<file path="src/rtl/ct_pkg.sv">
package ct_pkg;

  localparam int ADDR_W  = 5;
  localparam int DATA_W  = 16;
  localparam int RUN_BIT = 7;

  localparam logic [ADDR_W-1:0] A_CTRL  = 5'd0;
  localparam logic [ADDR_W-1:0] A_CHEN  = 5'd1;
  localparam logic [ADDR_W-1:0] A_SEL   = 5'd2;
  localparam logic [ADDR_W-1:0] A_INTEN = 5'd3;
  localparam logic [ADDR_W-1:0] A_FLAG  = 5'd4;

  localparam int PSLD_BASE = 8;
  localparam int CHLD_BASE = 16;

  function automatic int sel_width(input int n_src);
    return (n_src <= 1) ? 1 : $clog2(n_src);
  endfunction

endpackage

</file>
<file path="src/rtl/ct_prescaler.sv">
module ct_prescaler #(
  parameter int W = 8
) (
  input  logic         clk,
  input  logic         rst_n,
  input  logic         run,
  input  logic [W-1:0] load,
  output logic         tick
);

  logic [W-1:0] cnt_q;
  logic [W-1:0] cnt_d;
  logic         cnt_en;

  always_comb begin
    cnt_d = cnt_q;
    tick  = 1'b0;
    if (!run) begin
      cnt_d = load;
    end else if (cnt_q == '0) begin
      tick  = 1'b1;
      cnt_d = load;
    end else begin
      cnt_d = cnt_q - 1'b1;
    end
    cnt_en = (cnt_d != cnt_q);
  end

  always_ff @(posedge clk or negedge rst_n) begin
    if (!rst_n) begin
      cnt_q <= '0;
    end else if (cnt_en) begin
      cnt_q <= cnt_d;
    end
  end

endmodule

</file>
<file path="src/rtl/ct_channel.sv">
module ct_channel #(
  parameter int W   = 16,
  parameter int NPS = 2,
  parameter int SW  = 1
) (
  input  logic           clk,
  input  logic           rst_n,
  input  logic           run,
  input  logic [SW-1:0]  sel,
  input  logic [NPS-1:0] ticks,
  input  logic [W-1:0]   load,
  output logic           timeout
);

  logic [W-1:0] cnt_q;
  logic [W-1:0] cnt_d;
  logic         cnt_en;
  logic         tick_sel;

  always_comb begin
    tick_sel = ticks[0];
    for (int p = 1; p < NPS; p++) begin
      if (sel == SW'(p)) tick_sel = ticks[p];
    end
  end

  always_comb begin
    cnt_d   = cnt_q;
    timeout = 1'b0;
    if (!run) begin
      cnt_d = load;
    end else if (tick_sel) begin
      if (cnt_q == '0) begin
        timeout = 1'b1;
        cnt_d   = load;
      end else begin
        cnt_d = cnt_q - 1'b1;
      end
    end
    cnt_en = (cnt_d != cnt_q);
  end

  always_ff @(posedge clk or negedge rst_n) begin
    if (!rst_n) begin
      cnt_q <= '0;
    end else if (cnt_en) begin
      cnt_q <= cnt_d;
    end
  end

endmodule

</file>
<file path="src/rtl/ct_regs.sv">
module ct_regs
  import ct_pkg::*;
#(
  parameter int NUM_CH = 4,
  parameter int NUM_PS = 2,
  parameter int PS_W   = 8,
  parameter int CNT_W  = 16,
  parameter int SW     = 1
) (
  input  logic                     clk,
  input  logic                     rst_n,
  input  logic                     wr,
  input  logic [ADDR_W-1:0]        addr,
  input  logic [DATA_W-1:0]        wdata,
  output logic [DATA_W-1:0]        rdata,
  input  logic [NUM_CH-1:0]        timeout,
  output logic                     run,
  output logic [NUM_CH-1:0]        ch_en,
  output logic [NUM_CH*SW-1:0]     ch_sel,
  output logic [NUM_CH-1:0]        int_en,
  output logic [NUM_CH-1:0]        flag,
  output logic [NUM_PS*PS_W-1:0]   ps_load,
  output logic [NUM_CH*CNT_W-1:0]  ch_load
);

  localparam int SEL_BITS = NUM_CH * SW;

  logic                    run_q,   run_d;
  logic [NUM_CH-1:0]       chen_q,  chen_d;
  logic [SEL_BITS-1:0]     sel_q,   sel_d;
  logic [NUM_CH-1:0]       inten_q, inten_d;
  logic [NUM_CH-1:0]       flag_q,  flag_d;
  logic [NUM_PS*PS_W-1:0]  psld_q,  psld_d;
  logic [NUM_CH*CNT_W-1:0] chld_q,  chld_d;
  logic                    cfg_en;
  logic                    flag_en;
  logic                    flag_wr;
  logic [NUM_CH-1:0]       clr_mask;

  // configuration next state
  always_comb begin
    run_d   = run_q;
    chen_d  = chen_q;
    sel_d   = sel_q;
    inten_d = inten_q;
    psld_d  = psld_q;
    chld_d  = chld_q;
    if (wr) begin
      case (addr)
        A_CTRL:  run_d   = wdata[RUN_BIT];
        A_CHEN:  chen_d  = wdata[NUM_CH-1:0];
        A_SEL:   sel_d   = wdata[SEL_BITS-1:0];
        A_INTEN: inten_d = wdata[NUM_CH-1:0];
        default: ;
      endcase
      for (int p = 0; p < NUM_PS; p++) begin
        if (addr == ADDR_W'(PSLD_BASE + p)) psld_d[p*PS_W +: PS_W] = wdata[PS_W-1:0];
      end
      for (int c = 0; c < NUM_CH; c++) begin
        if (addr == ADDR_W'(CHLD_BASE + c)) chld_d[c*CNT_W +: CNT_W] = wdata[CNT_W-1:0];
      end
    end
    cfg_en = wr;
  end

  // flag next state: a fresh time-out has priority over a clear
  always_comb begin
    flag_wr  = wr && (addr == A_FLAG);
    clr_mask = flag_wr ? wdata[NUM_CH-1:0] : '0;
    flag_d   = (flag_q & ~clr_mask) | timeout;
    flag_en  = flag_wr || (|timeout);
  end

  always_ff @(posedge clk or negedge rst_n) begin
    if (!rst_n) begin
      run_q   <= 1'b0;
      chen_q  <= '0;
      sel_q   <= '0;
      inten_q <= '0;
      psld_q  <= '0;
      chld_q  <= '0;
    end else if (cfg_en) begin
      run_q   <= run_d;
      chen_q  <= chen_d;
      sel_q   <= sel_d;
      inten_q <= inten_d;
      psld_q  <= psld_d;
      chld_q  <= chld_d;
    end
  end

  always_ff @(posedge clk or negedge rst_n) begin
    if (!rst_n) begin
      flag_q <= '0;
    end else if (flag_en) begin
      flag_q <= flag_d;
    end
  end

  // read port
  always_comb begin
    rdata = '0;
    case (addr)
      A_CTRL:  rdata[RUN_BIT]        = run_q;
      A_CHEN:  rdata[NUM_CH-1:0]     = chen_q;
      A_SEL:   rdata[SEL_BITS-1:0]   = sel_q;
      A_INTEN: rdata[NUM_CH-1:0]     = inten_q;
      A_FLAG:  rdata[NUM_CH-1:0]     = flag_q;
      default: ;
    endcase
    for (int p = 0; p < NUM_PS; p++) begin
      if (addr == ADDR_W'(PSLD_BASE + p)) rdata[PS_W-1:0] = psld_q[p*PS_W +: PS_W];
    end
    for (int c = 0; c < NUM_CH; c++) begin
      if (addr == ADDR_W'(CHLD_BASE + c)) rdata[CNT_W-1:0] = chld_q[c*CNT_W +: CNT_W];
    end
  end

  assign run     = run_q;
  assign ch_en   = chen_q;
  assign ch_sel  = sel_q;
  assign int_en  = inten_q;
  assign flag    = flag_q;
  assign ps_load = psld_q;
  assign ch_load = chld_q;

endmodule

</file>
<file path="src/rtl/cascade_timer.sv">
module cascade_timer
  import ct_pkg::*;
#(
  parameter int NUM_CH = 4,
  parameter int NUM_PS = 2,
  parameter int PS_W   = 8,
  parameter int CNT_W  = 16
) (
  input  logic              clk,
  input  logic              rst_n,
  input  logic              bus_wr,
  input  logic [4:0]        bus_addr,
  input  logic [15:0]       bus_wdata,
  output logic [15:0]       bus_rdata,
  output logic [NUM_CH-1:0] irq
);

  localparam int SEL_W = sel_width(NUM_PS);

  logic                     run;
  logic [NUM_CH-1:0]        ch_en;
  logic [NUM_CH*SEL_W-1:0]  ch_sel;
  logic [NUM_CH-1:0]        int_en;
  logic [NUM_CH-1:0]        flag;
  logic [NUM_PS*PS_W-1:0]   ps_load;
  logic [NUM_CH*CNT_W-1:0]  ch_load;
  logic [NUM_PS-1:0]        ps_tick;
  logic [NUM_CH-1:0]        ch_timeout;

  ct_regs #(
    .NUM_CH (NUM_CH),
    .NUM_PS (NUM_PS),
    .PS_W   (PS_W),
    .CNT_W  (CNT_W),
    .SW     (SEL_W)
  ) u_regs (
    .clk     (clk),
    .rst_n   (rst_n),
    .wr      (bus_wr),
    .addr    (bus_addr),
    .wdata   (bus_wdata),
    .rdata   (bus_rdata),
    .timeout (ch_timeout),
    .run     (run),
    .ch_en   (ch_en),
    .ch_sel  (ch_sel),
    .int_en  (int_en),
    .flag    (flag),
    .ps_load (ps_load),
    .ch_load (ch_load)
  );

  for (genvar p = 0; p < NUM_PS; p++) begin : g_ps
    ct_prescaler #(.W(PS_W)) u_ps (
      .clk   (clk),
      .rst_n (rst_n),
      .run   (run),
      .load  (ps_load[p*PS_W +: PS_W]),
      .tick  (ps_tick[p])
    );
  end

  for (genvar c = 0; c < NUM_CH; c++) begin : g_ch
    ct_channel #(.W(CNT_W), .NPS(NUM_PS), .SW(SEL_W)) u_ch (
      .clk     (clk),
      .rst_n   (rst_n),
      .run     (run && ch_en[c]),
      .sel     (ch_sel[c*SEL_W +: SEL_W]),
      .ticks   (ps_tick),
      .load    (ch_load[c*CNT_W +: CNT_W]),
      .timeout (ch_timeout[c])
    );
  end

  assign irq = flag & int_en;

endmodule

</file>
<file path="config.mk">
export PLATFORM = sky130hd
export DESIGN_NAME = cascade_timer
export DESIGN_NICKNAME = d
export VERILOG_FILES = /design/src/rtl/ct_pkg.sv /design/src/rtl/ct_prescaler.sv /design/src/rtl/ct_channel.sv /design/src/rtl/ct_regs.sv /design/src/rtl/cascade_timer.sv
export SDC_FILE = /design/constraint.sdc
export NUM_CORES = 1
export LEC_CHECK = 0
export BUFFER_PORTS_ARGS = -buffer_cell sky130_fd_sc_hd__buf_2
export CAP_MARGIN = 20
export CORE_MARGIN = 2
export CORE_UTILIZATION = 58
export CTS_BUF_LIST = sky130_fd_sc_hd__clkbuf_2 sky130_fd_sc_hd__clkbuf_4 sky130_fd_sc_hd__clkbuf_8
export DETAILED_ROUTE_END_ITERATION = 8
export PLACE_DENSITY = 0.77
export SETUP_SLACK_MARGIN = 0.15
export SLEW_MARGIN = 40
export SYNTH_ARGS = -nofsm -noshare
export SYNTH_HDL_FRONTEND = slang
export SYNTH_SLANG_ARGS = --single-unit
</file>
<file path="constraint.sdc">
create_clock -name clk -period 2.44 [get_ports clk]
set_input_delay 0.122 -clock clk [delete_from_list [all_inputs] [get_ports clk]]
set_output_delay 0.122 -clock clk [all_outputs]
set_load 0.1 [all_outputs]
</file>
==> flow_summary.yaml <==
place:
  gp_congestion: 0.947
  dp.cells: 1269
  dp_hpwl_um: 19900
  portBuffers: 43
drt:
  drt_iter0_markers: 873
  firstDrtPassIters: 5
  ant_nets: 0
  wirelength_um: 28800
  vias: 8657
  wl_per_cell_um: 21.7
  drc: 0
  vias_per_cell: 6.53
sta:
  layout_min_cycle_time_ns: 2.36
  drv_slew: 0
  finalHoldViolCount: 0
  min_period_over_period_pct: 96.6
  finalSetupViolCount: 0
  rsz0062_at_grt: "yes"
  finalSetupTns_ns: 0
  worst_slew_pin_slew_ns: 0.736
  clock.fmax_mhz: 424
  relSlewSlack_pct: 50.5
  skew_ns: 0.0167
power_and_ir_drop:
  p_total_uw: 9930
  power.share.combinational_pct: 34.7
  internal-power_uw: 6010
  seq_power_share_pct: 44.7
  power.switching_uw: 3930
  leakage_uw: 0.00498
  powerDensity_nw_per_um2: 841
  swShare_pct: 39.5
  clkPwrFrac_pct: 20.7
  ir_drop_mv: 0.491
hold_path:
  hold_class: "input pin to register"
synth:
  syn-num-nets: 1008
  synth_edf_count: 0
  synthCells: 974
  synth_cell_type_count: 82
  ys.flop_type: "dfrtp_1"
  synth-seq-area-share_pct: 45.3
  synth_area_per_cell_sq_um: 10.0
  synth_area_sq_um: 9780
  synthArstFlopShare_pct: 100
  ys_seq_elements: 177
  ys_warn_count: 0
die:
  rows: 47
  fp.dieW_um: 134
  fp.dieH_um: 134
  initial_core_util_pct: 59.2
  dieArea_sq_um: 17900
  core_sq_um: 16500
  ios: 44
finish:
  area_growth_pct: 20.8
  nets: 1126
  stdcell_count: 1325
  drive_gt1_share_pct: 33.2
  fillCellCount: 1178
  diodes: 0
global_route:
  grt_pass1_vias: 8133
  grt_antenna_before_repair: 0
  met2_usage_pct: 48.1
  top_usage_layer: "met2"
  grt_use_met1_pct: 45.4
  globalRouteMet3Util_pct: 6.42
  grt_max_degree: 58
  track_usage_pct: 31.9
  grt_overflow: 0
  grt_pass1_wl_um: 44400
cts:
  clock_latency_ns: 0.48
  htree_levels: 4
  cts_tree: "done"
  cts-root-buf: "clkbuf_8"
  clockBufferDepth: 2
  clk_pin_slew_ns: 0.11
  cts_made_buffers: 17
  cts.sinks: 177
worst_setup_path:
  crit_path_max_fanout: 5
  path_class: "register to register"
  start_kind: "register"
  cp-end-kind: "register"
  worstPathArrival_ns: 2.73
  cp.required_ns: 2.81
flow_run:
  drv_cap: 0
outcome:
  status: "finished clean"
==> worst max-delay path, stage by stage (launching register included) <==
cell and delay, ns:
dfrtp_1 0.40, or4_4 0.55, or4b_4 0.54, nor2_4 0.13, buf_6 0.11, buf_6 0.11
o21ai_1 0.08, a32oi_1 0.24, o31ai_2 0.10
==> synth_stat cells, types with 5 or more instances <==
cell,instances,area [sq um]
and2_1,11,68.8
nor2b_1,16,100
nor2_1,71,267
a22o_1,5,43.8
a32o_1,5,50.1
nand3_1,35,175
o21a_1,13,97.6
a32oi_1,12,105
o32ai_1,5,43.8
and3_1,5,31.3
a21oi_1,64,320
or3_1,8,50.1
o21ai_0,49,245
nand4_1,7,43.8
nand2b_1,8,50.1
nor3_1,41,205
nand2_1,93,349
clkbuf_1,28,105
xnor2_1,7,61.3
o221ai_1,5,43.8
buf_2,9,45.0
ha_1,10,125
a211oi_1,6,45.0
o41ai_1,7,61.3
mux2_2,103,1160
nor4_1,16,100
mux4_2,9,203
dfrtp_1,177,4430
inv_1,17,63.8
buf_1,7,26.3
a22oi_1,10,75.1
o211ai_1,5,37.5
xor2_1,8,70.1
o22ai_1,11,68.8
==> timing repair <==
| item | in CTS | in global routing |
|---|---|---|
| setup buffers | 2 | 11 |
| pin swaps | 1 | 29 |
| cloned | 0 | 2 |
| hold buffers | 9 | 0 |
| setup endpoints to repair | 58 | 55 |
| endpoints found under the hold margin | 86 | 0 |
| resized for setup | 19 | 72 |
==> layer usage <==
layer | vias to the layer above | part of all wire (%) | routed length (um)
met2 | 414 | 47 | 13400
met5 | - | 0 | 0
met4 | 0 | 3.9 | 1110
met1 | 4272 | 42 | 12100
met3 | 91 | 7.2 | 2080
li1 | 3880 | - | -
==> path summary, 6_finish.rpt <==
check	slack [ns]	startpoint	cells past startpoint	end
worst max-delay path	0.08	g_ch[1].u_ch.cnt_q[2]	8	g_ch[1].u_ch.cnt_q[12]
worst min-delay path	0.04	bus_wdata[5]	2	u_regs.ps_load[5]
worst max register to register	0.08	g_ch[1].u_ch.cnt_q[2]	8	g_ch[1].u_ch.cnt_q[12]
worst min register to register	0.51	g_ps[1].u_ps.cnt_q[0]	1	g_ps[1].u_ps.cnt_q[0]
max in group asynchronous	1.55	rst_n	3	g_ch[1].u_ch.cnt_q[11]
min in group asynchronous	0.15	rst_n	2	g_ch[0].u_ch.cnt_q[0]
==> area by class of cell <==
type / count / area (sq um) / share of cell area, %
inverter: 17 / 63.8 / 0.540
timing repair buffer: 149 / 1240 / 10.5
clock buffer: 18 / 248 / 2.10
sequential: 177 / 4430 / 37.5
multi-input combinational: 730 / 5400 / 45.7
clock inverter: 14 / 159 / 1.35
tap: 220 / 275 / 2.33
==> kinds of logic (layout without fill, tap and decap cells) <==
group | Yosys count | count (layout) | share of synthesized area, %
AND/OR/NAND/NOR | 347 | 347 | 17.8
buffers and inverters | 67 | 198 | 3.26
XOR/XNOR | 15 | 15 | 1.34
multiplexers | 114 | 114 | 14.1
AO/OA/AOI/OAI | 244 | 244 | 16.8
flip-flops | 177 | 177 | 45.3
adder cells (fa/ha/maj) | 10 | 10 | 1.28
==> power by group through the flow <==
| stage | registers [uW] | logic, uW | clock network [uW] |
|---|---|---|---|
| global placement | 4400 | 3000 | 0 |
| floorplan | 4160 | 2160 | 0 |
| detailed placement | 4410 | 3060 | 0 |
| global route | 4520 | 3730 | 2180 |
| finish | 4440 | 3440 | 2050 |
| CTS | 4370 | 3190 | 2070 |
==> per-stage QoR <==
step                hold WS, ns  util [%]  setup WS [ns]  area (sq um)
global route             0.0237      71.5        0.00168         11800
finish                   0.0415      71.5         0.0820         11800
detailed placement        0.134      65.5         -0.116         10800
CTS                      0.0262      69.1         0.0976         11400
global placement          0.128      65.5        -0.0113         10800
floorplan                -0.174         -         -0.144          9830
==> placed cells by master, fill, tap and decap left out, types with 16 or more instances in the layout <==
cell      synthesis  routed
a21oi_1          64      54
nor2b_1          16      16
nor3_1           41      37
buf_4             1      82
o21ai_0          49      44
dfrtp_1         177     176
nor2_1           71      67
clkbuf_8          2      18
buf_2             9      35
nand2_1          93      93
inv_1            17      16
nand3_1          35      35
mux2_2          103     102
==> flip-flops by register name, indices dropped and copies added, names as in the netlist <==
| register | flops |
|---|---|
| g_ch.u_ch.cnt_q | 64 |
| g_ps.u_ps.cnt_q | 16 |
| u_regs.ch_sel | 4 |
| u_regs.flag | 4 |
| u_regs.ps_load | 16 |
| u_regs.ch_load | 64 |
| u_regs.run | 1 |
| u_regs.int_en | 4 |
| u_regs.ch_en | 4 |
Note: power is estimated with default switching activity, not from simulation.
